## src/rtl/mprx_pkg.sv

```systemverilog
package mprx_pkg;
    parameter int DATA_W = 8;
    parameter int REG_W  = 8;
    localparam logic [1:0] A_DATA = 2'd0;
    localparam logic [1:0] A_STAT = 2'd1;
    localparam logic [1:0] A_CTRL = 2'd2;

    typedef enum logic [1:0] {
        FR_IDLE  = 2'd0,
        FR_START = 2'd1,
        FR_BITS  = 2'd2
    } fr_state_e;
endpackage

```

## src/rtl/mprx_sync.sv

```systemverilog
module mprx_sync #(
    parameter int STAGES = 2
) (
    input  logic clk,
    input  logic rst_n,
    input  logic din,
    output logic dout
);
    logic [STAGES-1:0] ff_d, ff_q;

    generate
        if (STAGES == 1) begin : g_one
            always_comb ff_d = din;
        end else begin : g_chain
            always_comb ff_d = {ff_q[STAGES-2:0], din};
        end
    endgenerate

    always_ff @(posedge clk or negedge rst_n) begin
        if (!rst_n) ff_q <= '1;
        else        ff_q <= ff_d;
    end

    assign dout = ff_q[STAGES-1];
endmodule

```

## src/rtl/mprx_frame.sv

```systemverilog
module mprx_frame
    import mprx_pkg::*;
#(
    parameter int OVS = 16
) (
    input  logic              clk,
    input  logic              rst_n,
    input  logic              tick,
    input  logic              line_s,
    input  logic              run,
    output logic              done,
    output logic [DATA_W-1:0] byte_o,
    output logic              id_flag,
    output logic              stop_ok
);
    localparam int CNT_W = $clog2(OVS);
    localparam int MID   = OVS / 2 - 1;
    localparam int NBITS = DATA_W + 2;
    localparam int IDX_W = $clog2(NBITS + 1);

    typedef struct packed {
        fr_state_e          st;
        logic [CNT_W-1:0]   cnt;
        logic [IDX_W-1:0]   idx;
        logic [DATA_W:0]    sh;
        logic               done;
        logic               stop;
    } fr_t;

    fr_t fr_d, fr_q;

    always_comb begin
        fr_d      = fr_q;
        fr_d.done = 1'b0;
        if (!run) begin
            fr_d.st  = FR_IDLE;
            fr_d.cnt = '0;
            fr_d.idx = '0;
        end else if (tick) begin
            case (fr_q.st)
                FR_IDLE: begin
                    if (!line_s) begin
                        fr_d.st  = FR_START;
                        fr_d.cnt = '0;
                    end
                end
                FR_START: begin
                    if (fr_q.cnt == CNT_W'(MID)) begin
                        fr_d.cnt = '0;
                        fr_d.idx = '0;
                        fr_d.st  = line_s ? FR_IDLE : FR_BITS;
                    end else begin
                        fr_d.cnt = fr_q.cnt + 1'b1;
                    end
                end
                FR_BITS: begin
                    if (fr_q.cnt == CNT_W'(OVS - 1)) begin
                        fr_d.cnt = '0;
                        if (fr_q.idx == IDX_W'(NBITS - 1)) begin
                            fr_d.done = 1'b1;
                            fr_d.stop = line_s;
                            fr_d.st   = FR_IDLE;
                        end else begin
                            fr_d.sh  = {line_s, fr_q.sh[DATA_W:1]};
                            fr_d.idx = fr_q.idx + 1'b1;
                        end
                    end else begin
                        fr_d.cnt = fr_q.cnt + 1'b1;
                    end
                end
                default: fr_d.st = FR_IDLE;
            endcase
        end
    end

    always_ff @(posedge clk or negedge rst_n) begin
        if (!rst_n) fr_q <= '{st: FR_IDLE, default: '0};
        else        fr_q <= fr_d;
    end

    assign done    = fr_q.done;
    assign byte_o  = fr_q.sh[DATA_W-1:0];
    assign id_flag = fr_q.sh[DATA_W];
    assign stop_ok = fr_q.stop;

    // a disabled receiver sits idle on the next cycle
    a_r9_disable_idle: assert property (@(posedge clk) disable iff (!rst_n)
        !run |=> fr_q.st == FR_IDLE);

    // locked-out engine never leaves idle
    a_r8_lockout_idle: assert property (@(posedge clk) disable iff (!rst_n)
        (fr_q.st == FR_IDLE && !run) |=> fr_q.st == FR_IDLE);

    // completion only follows the bit-shifting state
    a_r2_done_from_bits: assert property (@(posedge clk) disable iff (!rst_n)
        fr_q.done |-> $past(fr_q.st) == FR_BITS);
endmodule

```

## src/rtl/mprx_regs.sv

```systemverilog
module mprx_regs
    import mprx_pkg::*;
(
    input  logic              clk,
    input  logic              rst_n,
    input  logic              wr_en,
    input  logic [1:0]        wr_addr,
    input  logic [REG_W-1:0]  wr_data,
    input  logic [1:0]        rd_addr,
    output logic [REG_W-1:0]  rd_data,
    input  logic              fr_done,
    input  logic [DATA_W-1:0] fr_byte,
    input  logic              fr_id,
    input  logic              fr_stop_ok,
    input  logic              line_s,
    output logic              run,
    output logic              full,
    output logic              overrun,
    output logic              frame_err
);
    typedef struct packed {
        logic [DATA_W-1:0] data;
        logic              full;
        logic              ovr;
        logic              fer;
        logic              rx_on;
        logic              hunt;
    } rg_t;

    rg_t rg_d, rg_q;

    logic stat_wr, ctrl_wr;
    assign stat_wr = wr_en && (wr_addr == A_STAT);
    assign ctrl_wr = wr_en && (wr_addr == A_CTRL);

    logic unused_wr_bits;
    assign unused_wr_bits = ^wr_data[REG_W-1:3];

    always_comb begin
        rg_d = rg_q;
        if (stat_wr) begin
            rg_d.full = rg_q.full & wr_data[0];
            rg_d.ovr  = rg_q.ovr  & wr_data[1];
            rg_d.fer  = rg_q.fer  & wr_data[2];
        end
        if (ctrl_wr) begin
            rg_d.rx_on = wr_data[0];
            rg_d.hunt  = wr_data[1];
        end
        if (fr_done && rg_q.rx_on) begin
            if (!fr_stop_ok) begin
                rg_d.fer = 1'b1;
            end else if (rg_d.hunt && !fr_id) begin
                rg_d.hunt = rg_d.hunt;
            end else if (rg_d.full) begin
                rg_d.ovr = 1'b1;
            end else begin
                rg_d.data = fr_byte;
                rg_d.full = 1'b1;
                if (fr_id) rg_d.hunt = 1'b0;
            end
        end
    end

    always_ff @(posedge clk or negedge rst_n) begin
        if (!rst_n) rg_q <= '0;
        else        rg_q <= rg_d;
    end

    always_comb begin
        case (rd_addr)
            A_DATA:  rd_data = REG_W'(rg_q.data);
            A_STAT:  rd_data = REG_W'({line_s, rg_q.fer, rg_q.ovr, rg_q.full});
            A_CTRL:  rd_data = REG_W'({rg_q.hunt, rg_q.rx_on});
            default: rd_data = '0;
        endcase
    end

    assign run       = rg_q.rx_on && !rg_q.ovr && !rg_q.fer;
    assign full      = rg_q.full;
    assign overrun   = rg_q.ovr;
    assign frame_err = rg_q.fer;

    // a held byte is not overwritten while full stays set
    a_r6_keep_data: assert property (@(posedge clk) disable iff (!rst_n)
        (rg_q.full && !(stat_wr && !wr_data[0])) |=> $stable(rg_q.data));

    // framing error only leaves through a clearing write
    a_r5_fer_sticky: assert property (@(posedge clk) disable iff (!rst_n)
        (rg_q.fer && !(stat_wr && !wr_data[2])) |=> rg_q.fer);

    // overrun only leaves through a clearing write
    a_r5_ovr_sticky: assert property (@(posedge clk) disable iff (!rst_n)
        (rg_q.ovr && !(stat_wr && !wr_data[1])) |=> rg_q.ovr);

    // data frame dropped while hunting
    a_r3_drop_data_frame: assert property (@(posedge clk) disable iff (!rst_n)
        (fr_done && fr_stop_ok && !fr_id && rg_q.hunt && !stat_wr && !ctrl_wr)
        |=> ($stable(rg_q.data) && $stable(rg_q.full) && $stable(rg_q.ovr)));

    // stored ID frame ends the hunt
    a_r4_id_clears_hunt: assert property (@(posedge clk) disable iff (!rst_n)
        (fr_done && fr_stop_ok && fr_id && rg_q.rx_on && !rg_q.full && !stat_wr && !ctrl_wr)
        |=> (!rg_q.hunt && rg_q.full));
endmodule

```

## src/rtl/mp_uart_rx.sv

```systemverilog
module mp_uart_rx
    import mprx_pkg::*;
#(
    parameter int OVS         = 16,
    parameter int SYNC_STAGES = 2
) (
    input  logic             clk,
    input  logic             rst_n,
    input  logic             rxd,
    input  logic             os_tick,
    input  logic             wr_en,
    input  logic [1:0]       wr_addr,
    input  logic [REG_W-1:0] wr_data,
    input  logic [1:0]       rd_addr,
    output logic [REG_W-1:0] rd_data,
    output logic             rx_full,
    output logic             rx_overrun,
    output logic             rx_frame_err,
    output logic             line_level
);
    logic              line_s;
    logic              run;
    logic              fr_done;
    logic [DATA_W-1:0] fr_byte;
    logic              fr_id;
    logic              fr_stop_ok;

    mprx_sync #(.STAGES(SYNC_STAGES)) u_sync (
        .clk  (clk),
        .rst_n(rst_n),
        .din  (rxd),
        .dout (line_s)
    );

    mprx_frame #(.OVS(OVS)) u_frame (
        .clk    (clk),
        .rst_n  (rst_n),
        .tick   (os_tick),
        .line_s (line_s),
        .run    (run),
        .done   (fr_done),
        .byte_o (fr_byte),
        .id_flag(fr_id),
        .stop_ok(fr_stop_ok)
    );

    mprx_regs u_regs (
        .clk       (clk),
        .rst_n     (rst_n),
        .wr_en     (wr_en),
        .wr_addr   (wr_addr),
        .wr_data   (wr_data),
        .rd_addr   (rd_addr),
        .rd_data   (rd_data),
        .fr_done   (fr_done),
        .fr_byte   (fr_byte),
        .fr_id     (fr_id),
        .fr_stop_ok(fr_stop_ok),
        .line_s    (line_s),
        .run       (run),
        .full      (rx_full),
        .overrun   (rx_overrun),
        .frame_err (rx_frame_err)
    );

    assign line_level = line_s;
endmodule

```

## config.mk

```make
export PLATFORM = sky130hd
export DESIGN_NAME = mp_uart_rx
export DESIGN_NICKNAME = d
export VERILOG_FILES = /design/src/rtl/mprx_pkg.sv /design/src/rtl/mprx_sync.sv /design/src/rtl/mprx_frame.sv /design/src/rtl/mprx_regs.sv /design/src/rtl/mp_uart_rx.sv
export SDC_FILE = /design/constraint.sdc
export NUM_CORES = 1
export LEC_CHECK = 0
export CAP_MARGIN = 25
export CORE_MARGIN = 5
export CORE_UTILIZATION = 29
export DETAILED_ROUTE_END_ITERATION = 10
export GPL_TIMING_DRIVEN = 0
export PLACE_DENSITY_LB_ADDON = 0.08
export SETUP_SLACK_MARGIN = 0.3
export SLEW_MARGIN = 30
export SYNTH_ARGS = -nofsm -noshare
export SYNTH_HDL_FRONTEND = slang
export SYNTH_SLANG_ARGS = --single-unit
```

## constraint.sdc

```tcl
create_clock -name clk -period 2.4 [get_ports clk]
set_input_delay 0.6 -clock clk [delete_from_list [all_inputs] [get_ports clk]]
set_output_delay 0.6 -clock clk [all_outputs]
set_load 0.01 [all_outputs]
```

==> results of run 1 <==
## worst max path at each step
stage	from	endpoint	slack (ns)	cells after the start
6_report	u_sync.ff_q[1]$_DFF_PN1_	line_level	0.35	1
4_1_cts	rd_addr[1]	rd_data[4]	0.25	6
2_1_floorplan	u_regs.frame_err$_DFF_PN0_	u_frame.byte_o[0]$_DFFE_PN0P_	0.42	5
5_1_grt	u_frame.fr_q[19]$_DFFE_PN0P_	u_frame.fr_q[20]$_DFFE_PN0P_	0.30	6
3_3_place_gp	wr_addr[0]	u_regs.rg_q[10]$_DFFE_PN0P_	-0.32	5
3_5_place_dp	wr_addr[0]	u_regs.rg_q[6]$_DFFE_PN0P_	-0.35	5
## cells in the final DEF (no fill, tap or decap), drive strengths merged, types with 3 or more instances in the layout
master         Yosys  final
ha                 7      7
nand2              9      9
nand3b             4      4
clkdlybuf4s50      0     11
a21oi              3      3
and2               5      5
mux2              20     20
nor4               3      3
clkbuf             2     10
inv                5      5
dfrtp             34     34
nand4b             3      3
o21ai             12     12
dlygate4sd2        0      8
nor2               7      7
buf                2      9
mux2i              6      6
nand3              5      5
## stage by stage
step	setup TNS (ns)	power, mW
2_1_floorplan	0	0.716
3_3_place_gp	-8.38	0.777
3_5_place_dp	-4.02	0.785
4_1_cts	0	1.39
5_1_grt	0	1.43
6_report	0	1.36
## registers in the layout (all words and copies together), names as in the netlist
signal            count
u_sync.ff_q           2
u_frame.id_flag       1
u_regs.rg_q          10
u_frame.fr_q         10
u_frame.stop_ok       1
u_regs.frame_err      1
u_regs.overrun        1
u_regs.full           1
u_frame.done          1
u_frame.byte_o        8
## layer usage
layer  global-route usage, %  part of all wire, %  vias to the layer above
met4                    4.06                  1.5                        0
met3                    3.32                  5.6                        6
met1                    14.5                   46                      676
li1                        -                    -                      643
met2                    17.8                   47                       25
met5                       0                    0                        -
## logic make-up after synthesis
| kind of cell | synth area share, % |
|---|---|
| compound gates | 9.22 |
| fa+ha+maj | 4.78 |
| buf+inv | 2.66 |
| flops | 49.3 |
| mux | 17.0 |
| simple gates | 17.1 |
## timing repair
item	in CTS	in global routing
setup buffers	3	2
cloned	0	0
resized for setup	16	10
pin swaps	2	0
endpoints found under the setup margin	30	19
## cell type report
cell class                      count  area [um2]
Buffer                              4        37.5
Multi-Input combinational cell    112         902
Clock inverter                      1        30.0
Timing Repair Buffer               27         255
Fill cell                         631        3900
Tap cell                           77        96.3
Inverter                            5        18.8
Sequential cell                    36         906
Clock buffer                        7        96.3
## power breakdown
part           switching, mW  internal [mW]  leakage (nW)  total (mW)
logic                 0.0817         0.0687         0.533       0.150
registers             0.0110          0.619         0.489       0.630
clock network          0.218          0.367        0.0645       0.584
==> insert_results.sql, run 1 <==
INSERT INTO impl_metrics (metric_group, metric, value, unit) VALUES
('timing', 'fmax', '0.488', 'GHz'),
('floorplan', 'initial_core_util', '29.4', '%'),
('worst_setup_path', 'r2r-end', 'u_frame.byte_o[1]$_DFFE_PN0P_', ''),
('run', 'max_cap_viol_count', '0', ''),
('worst_setup_path', 'worst_r2r_path_depth', '5', ''),
('clocking', 'clock_latency', '0.29', 'ns'),
('timing', 'max_slew.worst_pin.slew', '0.516', 'ns'),
('place', 'place_inst', '256', ''),
('clocking', 'clk_pin_slew', '0.07', 'ns'),
('timing', 'setup_viol', '0', ''),
('finish', 'final-instance-count-excl-fill', '269', ''),
('timing', 'setup_repair_after_global_routing_missed_its_margin', 'yes', ''),
('place', 'post_dp_cell_area', '2160', 'um2'),
('worst_setup_path', 'worstPathCellList', 'clkdlybuf4s50_1', ''),
('place', 'finalWeightedCongestion', '0.794', ''),
('timing', 'finalMaxSlewViolations', '0', ''),
('finish', 'finish.utilization', '37.5', '%'),
('worst_setup_path', 'critical-path-top-delay-family', 'flip-flops', ''),
('worst_setup_path', 'required', '1.80', 'ns'),
('place', 'placement.setup.worst_slack', '-0.348', 'ns'),
('global_routing', 'grt_pass1_vias', '1377', ''),
('worst_setup_path', 'crit_path_top_delay_cell', 'sky130_fd_sc_hd__dfstp_2', ''),
('worst_setup_path', 'timing.critical_path.slowest_cell_delay', '0.61', 'ns'),
('floorplan', 'core.rowCount', '29', ''),
('timing', 'clock-skew-final', '0.00487', 'ns'),
('finish', 'layout.nets', '215', ''),
('worst_setup_path', 'worst-setup-path-type', 'register to primary output', ''),
('finish', 'syn_to_final_growth', '27.8', '%'),
('clocking', 'cts_max_path_buffers', '2', ''),
('finish', 'post_route_cells_drive_above_1_share', '27.6', '%'),
('synthesis', 'post_synth_most_frequent_cells', 'sky130_fd_sc_hd__dfrtp_1, sky130_fd_sc_hd__mux2_2, sky130_fd_sc_hd__o21ai_0', ''),
('synthesis', 'count_of_flip_flops_with_a_built_in_enable_after_synthesis', '0', ''),
('worst_setup_path', 'worst-path-max-fanout', '6', ''),
('worst_setup_path', 'r2r-start', 'u_regs.rg_q[1]$_DFFE_PN0N_', ''),
('synthesis', 'synth-async-reset-ratio', '100', '%'),
('detailed_routing', 'route.antenna.remaining_nets', '0', ''),
('synthesis', 'top_count_cell_post_synth', 'sky130_fd_sc_hd__dfrtp_1', ''),
('timing', 'final-hold-violation-count', '0', ''),
('floorplan', 'die_area', '8010', 'um2'),
('worst_setup_path', 'worst_setup_path_end_kind', 'primary output', ''),
('finish', 'antenna_cells', '0', ''),
('floorplan', 'floorplan.die.height', '89.5', 'um'),
('synthesis', 'syn_std_cell_area', '1830', 'um2'),
('global_routing', 'wire_length_of_the_first_global_routing_pass', '6780', 'um'),
('clocking', 'cts_hold_buffers', '0', ''),
('pwr', 'power-per-cell-area', '583', 'nW/um2'),
('timing', 'final_period_minus_worst_setup_slack', '2.05', 'ns'),
('detailed_routing', 'total_wire_length_after_detailed_routing', '4090', 'um'),
('synthesis', 'cell_count_after_synthesis', '157', ''),
('synthesis', 'syn_avg_cell_area', '11.7', 'um2'),
('clocking', 'cts_num_sinks', '36', ''),
('worst_setup_path', 'critical_path.n_buffers_inverters', '1', ''),
('place', 'detailed_place_hpwl', '2950', 'um'),
('global_routing', 'grt_use_total', '11.2', '%'),
('clocking', 'cts_htree_levels', '2', ''),
('floorplan', 'ios', '29', ''),
('synthesis', 'seq_area_frac_synth', '49.3', '%'),
('synthesis', 'synthesis.nets', '181', ''),
('detailed_routing', 'drc', '0', ''),
('synthesis', 'synth.yosys.warnings', '0', ''),
('timing', 'finalCritPeriodShare', '85.3', '%'),
('pwr', 'max-vdd-ir-drop', '215', 'uV'),
('floorplan', 'core_area', '6240', 'um2'),
('run_status', 'result_of_the_run', 'finished, final reports clean', ''),
('floorplan', 'fp.dieW', '89.5', 'um'),
('finish', 'final_design_area_no_fill', '2340', 'um2'),
('global_routing', 'largest_net_degree_at_the_start_of_global_routing', '21', ''),
('clocking', 'ctsRootBufferMaster', 'sky130_fd_sc_hd__clkbuf_8', ''),
('worst_setup_path', 'worst_ep_arrival_time', '1.45', 'ns'),
('global_routing', 'overflow', '0', ''),
('detailed_routing', 'drt_iter0_drc', '67', '');
No activity file was read; power rests on OpenSTA's default activity.
==> run 2, diff against run 1 <==
ABC_AREA = 1   (was not set)
==> insert_results.sql, run 2 <==
INSERT INTO impl_metrics (metric_group, metric, value, unit) VALUES
('run_status', 'result_of_the_run', 'finished, final reports clean', ''),
('synthesis', 'ys_seq_elements', '36', ''),
('floorplan', 'core.rowCount', '28', ''),
('run', 'max_cap_viol_count', '0', ''),
('timing', 'setup_ws', '0.374', 'ns'),
('detailed_routing', 'detail_route.wl_per_cell', '11.7', 'um'),
('floorplan', 'initial_core_util', '30.2', '%'),
('synthesis', 'count_of_flip_flops_with_a_built_in_enable_after_synthesis', '0', ''),
('global_routing', 'grt_pass1_vias', '1385', ''),
('synthesis', 'ys_types', '26', ''),
('pwr', 'leakagePower', '1.10', 'nW'),
('synthesis', 'post_synth_most_frequent_cells', 'sky130_fd_sc_hd__nand2_1, sky130_fd_sc_hd__inv_1, sky130_fd_sc_hd__dfrtp_1', ''),
('place', 'buffer_ports.inserted', '23', ''),
('finish', 'post_route_cells_drive_above_1_share', '12.6', '%'),
('detailed_routing', 'num_vias', '1416', ''),
('place', 'placement.setup.worst_slack', '-0.450', 'ns'),
('global_routing', 'overflow', '0', ''),
('worst_setup_path', 'worst_setup_path_end_kind', 'primary output', ''),
('timing', 'finalHoldWorstSlack', '0.215', 'ns'),
('timing', 'final_period_minus_worst_setup_slack', '2.03', 'ns'),
('global_routing', 'grt_busiest_layer', 'met2', ''),
('clocking', 'ctsRootBufferMaster', 'sky130_fd_sc_hd__clkbuf_8', ''),
('global_routing', 'grt.met3_usage', '3.13', '%'),
('clocking', 'cts_hold_buffers', '0', ''),
('detailed_routing', 'total_wire_length_after_detailed_routing', '3860', 'um'),
('synthesis', 'seq_area_frac_synth', '49.6', '%'),
('detailed_routing', 'via_per_inst', '4.30', ''),
('floorplan', 'die_area', '7970', 'um2'),
('synthesis', 'postSynth.topFlopCell', 'sky130_fd_sc_hd__dfrtp_1', ''),
('timing', 'clock-skew-final', '0.00413', 'ns'),
('worst_setup_path', 'worst_ep_arrival_time', '1.43', 'ns'),
('floorplan', 'fp.dieW', '89.3', 'um'),
('synthesis', 'syn_avg_cell_area', '8.24', 'um2'),
('detailed_routing', 'drt-pass1-iter-count', '4', ''),
('place', 'place_inst', '320', ''),
('clocking', 'clock_latency', '0.28', 'ns'),
('synthesis', 'top_count_cell_post_synth', 'sky130_fd_sc_hd__nand2_1', ''),
('finish', 'antenna_cells', '0', ''),
('timing', 'fmax', '0.494', 'GHz'),
('detailed_routing', 'route.antenna.remaining_nets', '0', ''),
('timing', 'setup_repair_after_global_routing_missed_its_margin', 'no', ''),
('floorplan', 'core_area', '6030', 'um2'),
('global_routing', 'wire_length_of_the_first_global_routing_pass', '6510', 'um'),
('clocking', 'cts_max_path_buffers', '2', ''),
('global_routing', 'antenna_found_initial', '0', ''),
('worst_setup_path', 'worst-setup-path-type', 'input pin to primary output', ''),
('finish', 'commonest_non_fill_non_tap_cell_in_the_layout', 'sky130_fd_sc_hd__nand2_1', ''),
('finish', 'final-instance-count-excl-fill', '329', ''),
('worst_setup_path', 'worstSetupStartpointType', 'input pin', ''),
('finish', 'layout.nets', '277', ''),
('pwr', 'max-vdd-ir-drop', '202', 'uV'),
('detailed_routing', 'drc', '0', ''),
('detailed_routing', 'drt_iter0_drc', '34', ''),
('clocking', 'numCtsBuffers', '5', ''),
('timing', 'finalCritPeriodShare', '84.4', '%'),
('synthesis', 'synthesis.nets', '245', ''),
('clocking', 'cts_num_sinks', '36', ''),
('place', 'detailed_place_hpwl', '3000', 'um'),
('synthesis', 'synth.yosys.warnings', '0', ''),
('timing', 'finalMaxSlewViolations', '0', ''),
('floorplan', 'floorplan.die.height', '89.3', 'um'),
('finish', 'layout.cells.most_common_list', 'sky130_fd_sc_hd__nand2_1, sky130_fd_sc_hd__inv_1, sky130_fd_sc_hd__dfrtp_1', ''),
('timing', 'setup_viol', '0', ''),
('finish', 'finish.utilization', '37.3', '%'),
('timing', 'slew_headroom', '75.6', '%'),
('global_routing', 'grt_util_met2', '16.4', '%'),
('synthesis', 'syn_std_cell_area', '1820', 'um2'),
('timing', 'fin_setup_tns', '0', 'ns'),
('finish', 'syn_to_final_growth', '23.4', '%'),
('worst_setup_path', 'required', '1.80', 'ns'),
('timing', 'final-hold-violation-count', '0', ''),
('synthesis', 'synth_area_leader_cell', 'sky130_fd_sc_hd__dfrtp_1', ''),
('place', 'finalWeightedCongestion', '0.766', ''),
('clocking', 'tritoncts', 'done', ''),
('pwr', 'power-per-cell-area', '562', 'nW/um2'),
('global_routing', 'largest_net_degree_at_the_start_of_global_routing', '25', ''),
('floorplan', 'ios', '29', ''),
('global_routing', 'grt_use_total', '10.8', '%'),
('synthesis', 'synth-async-reset-ratio', '100', '%'),
('synthesis', 'cell_count_after_synthesis', '221', ''),
('clocking', 'cts_htree_levels', '2', ''),
('synthesis', 'synth_area_leaders', 'sky130_fd_sc_hd__dfrtp_1, sky130_fd_sc_hd__nand2_1, sky130_fd_sc_hd__o21ai_0', ''),
('min_path', 'hp-class', 'input pin to asynchronous set/reset pin', ''),
('global_routing', 'grt.met1_usage', '14.4', '%'),
('clocking', 'clk_pin_slew', '0.07', 'ns'),
('synthesis', 'synth.top_cell.area_share', '46.7', '%'),
('timing', 'max_slew.worst_pin.slew', '0.366', 'ns'),
('worst_setup_path', 'worst-path-max-fanout', '4', '');
run 2: changes by cell type after synthesis, moves of 4 or more:
cell                      before  now
sky130_fd_sc_hd__and2_1        5    0
sky130_fd_sc_hd__inv_1         5   41
sky130_fd_sc_hd__mux2_2       13    1
sky130_fd_sc_hd__mux2_4        7    0
sky130_fd_sc_hd__mux2i_1       6    0
sky130_fd_sc_hd__nand2_1       9   55
sky130_fd_sc_hd__nand3_1       5   13
sky130_fd_sc_hd__nor2_1        7   11
sky130_fd_sc_hd__o21ai_0      12   32
run 2: repair_timing:
| item | 4_1_cts | 5_1_grt |
|---|---|---|
| endpoints found under the setup margin | 8 | 14 |
| pin swaps | 1 | 0 |
| gates resized for setup | 27 | 3 |
| gates cloned | 0 | 0 |
| setup buffers | 1 | 0 |
run 2: cell type report:
cell class | instances | area, um2
clock inverters | 1 | 7.51
inverters | 42 | 158
plain buffers | 2 | 18.8
repair buffers | 25 | 224
multi-input cells | 141 | 757
fillers | 639 | 3780
well taps | 75 | 93.8
clock buffers | 7 | 86.3
flip-flops and latches | 36 | 903
run 2: final timing paths:
path	slack, ns	depth (start not counted)	from	end
min in group clk	0.36	0	u_sync.ff_q[0]$_DFF_PN1_	u_sync.ff_q[1]$_DFF_PN1_
setup / recovery	0.37	5	rd_addr[0]	rd_data[3]
setup reg to reg	0.62	10	u_frame.fr_q[19]$_DFFE_PN0P_	u_frame.fr_q[17]$_DFFE_PN0P_
hold reg to reg	0.36	0	u_sync.ff_q[0]$_DFF_PN1_	u_sync.ff_q[1]$_DFF_PN1_
max in group asynchronous	1.67	2	rst_n	u_sync.ff_q[1]$_DFF_PN1_
hold / removal	0.21	1	rst_n	u_frame.fr_q[19]$_DFFE_PN0P_
run 2: critical path, cell delays in order:
cell,delay [ns]
sky130_fd_sc_hd__clkbuf_2,0.11
sky130_fd_sc_hd__inv_1,0.07
sky130_fd_sc_hd__or2_4,0.25
sky130_fd_sc_hd__o21ai_1,0.15
sky130_fd_sc_hd__clkdlybuf4s15_2,0.24
run 2: report_power, final:
part	leakage (nW)	switching [mW]	internal [mW]
clock network	0.0445	0.216	0.233
logic	0.603	0.114	0.0664
registers	0.455	0.0127	0.621
total	1.10	0.343	0.921
run 2: kinds of logic (layout without fill, tap and decap cells):
| group | Yosys count | after routing | synth area share [%] |
|---|---|---|---|
| simple gates | 91 | 91 | 22.7 |
| compound gates | 41 | 41 | 12.1 |
| mux | 1 | 1 | 0.618 |
| xor+xnor | 1 | 1 | 0.481 |
| buf+inv | 44 | 77 | 9.68 |
| flops | 36 | 36 | 49.6 |
| fa+ha+maj | 7 | 7 | 4.81 |
run 2: per-stage QoR:
step / power [mW] / cell area, um2
finish: 1.26 / 2250
detailed placement: 0.828 / 2160
global placement: 0.826 / 2150
global route: 1.34 / 2250
floorplan: 0.753 / 1820
CTS: 1.30 / 2250
run 2: routing by layer:
metal	wire [um]	part of all wire, %
met1	1890	49
met2	1700	44
met3	220	5.7
met4	53	1.4
met5	0	0
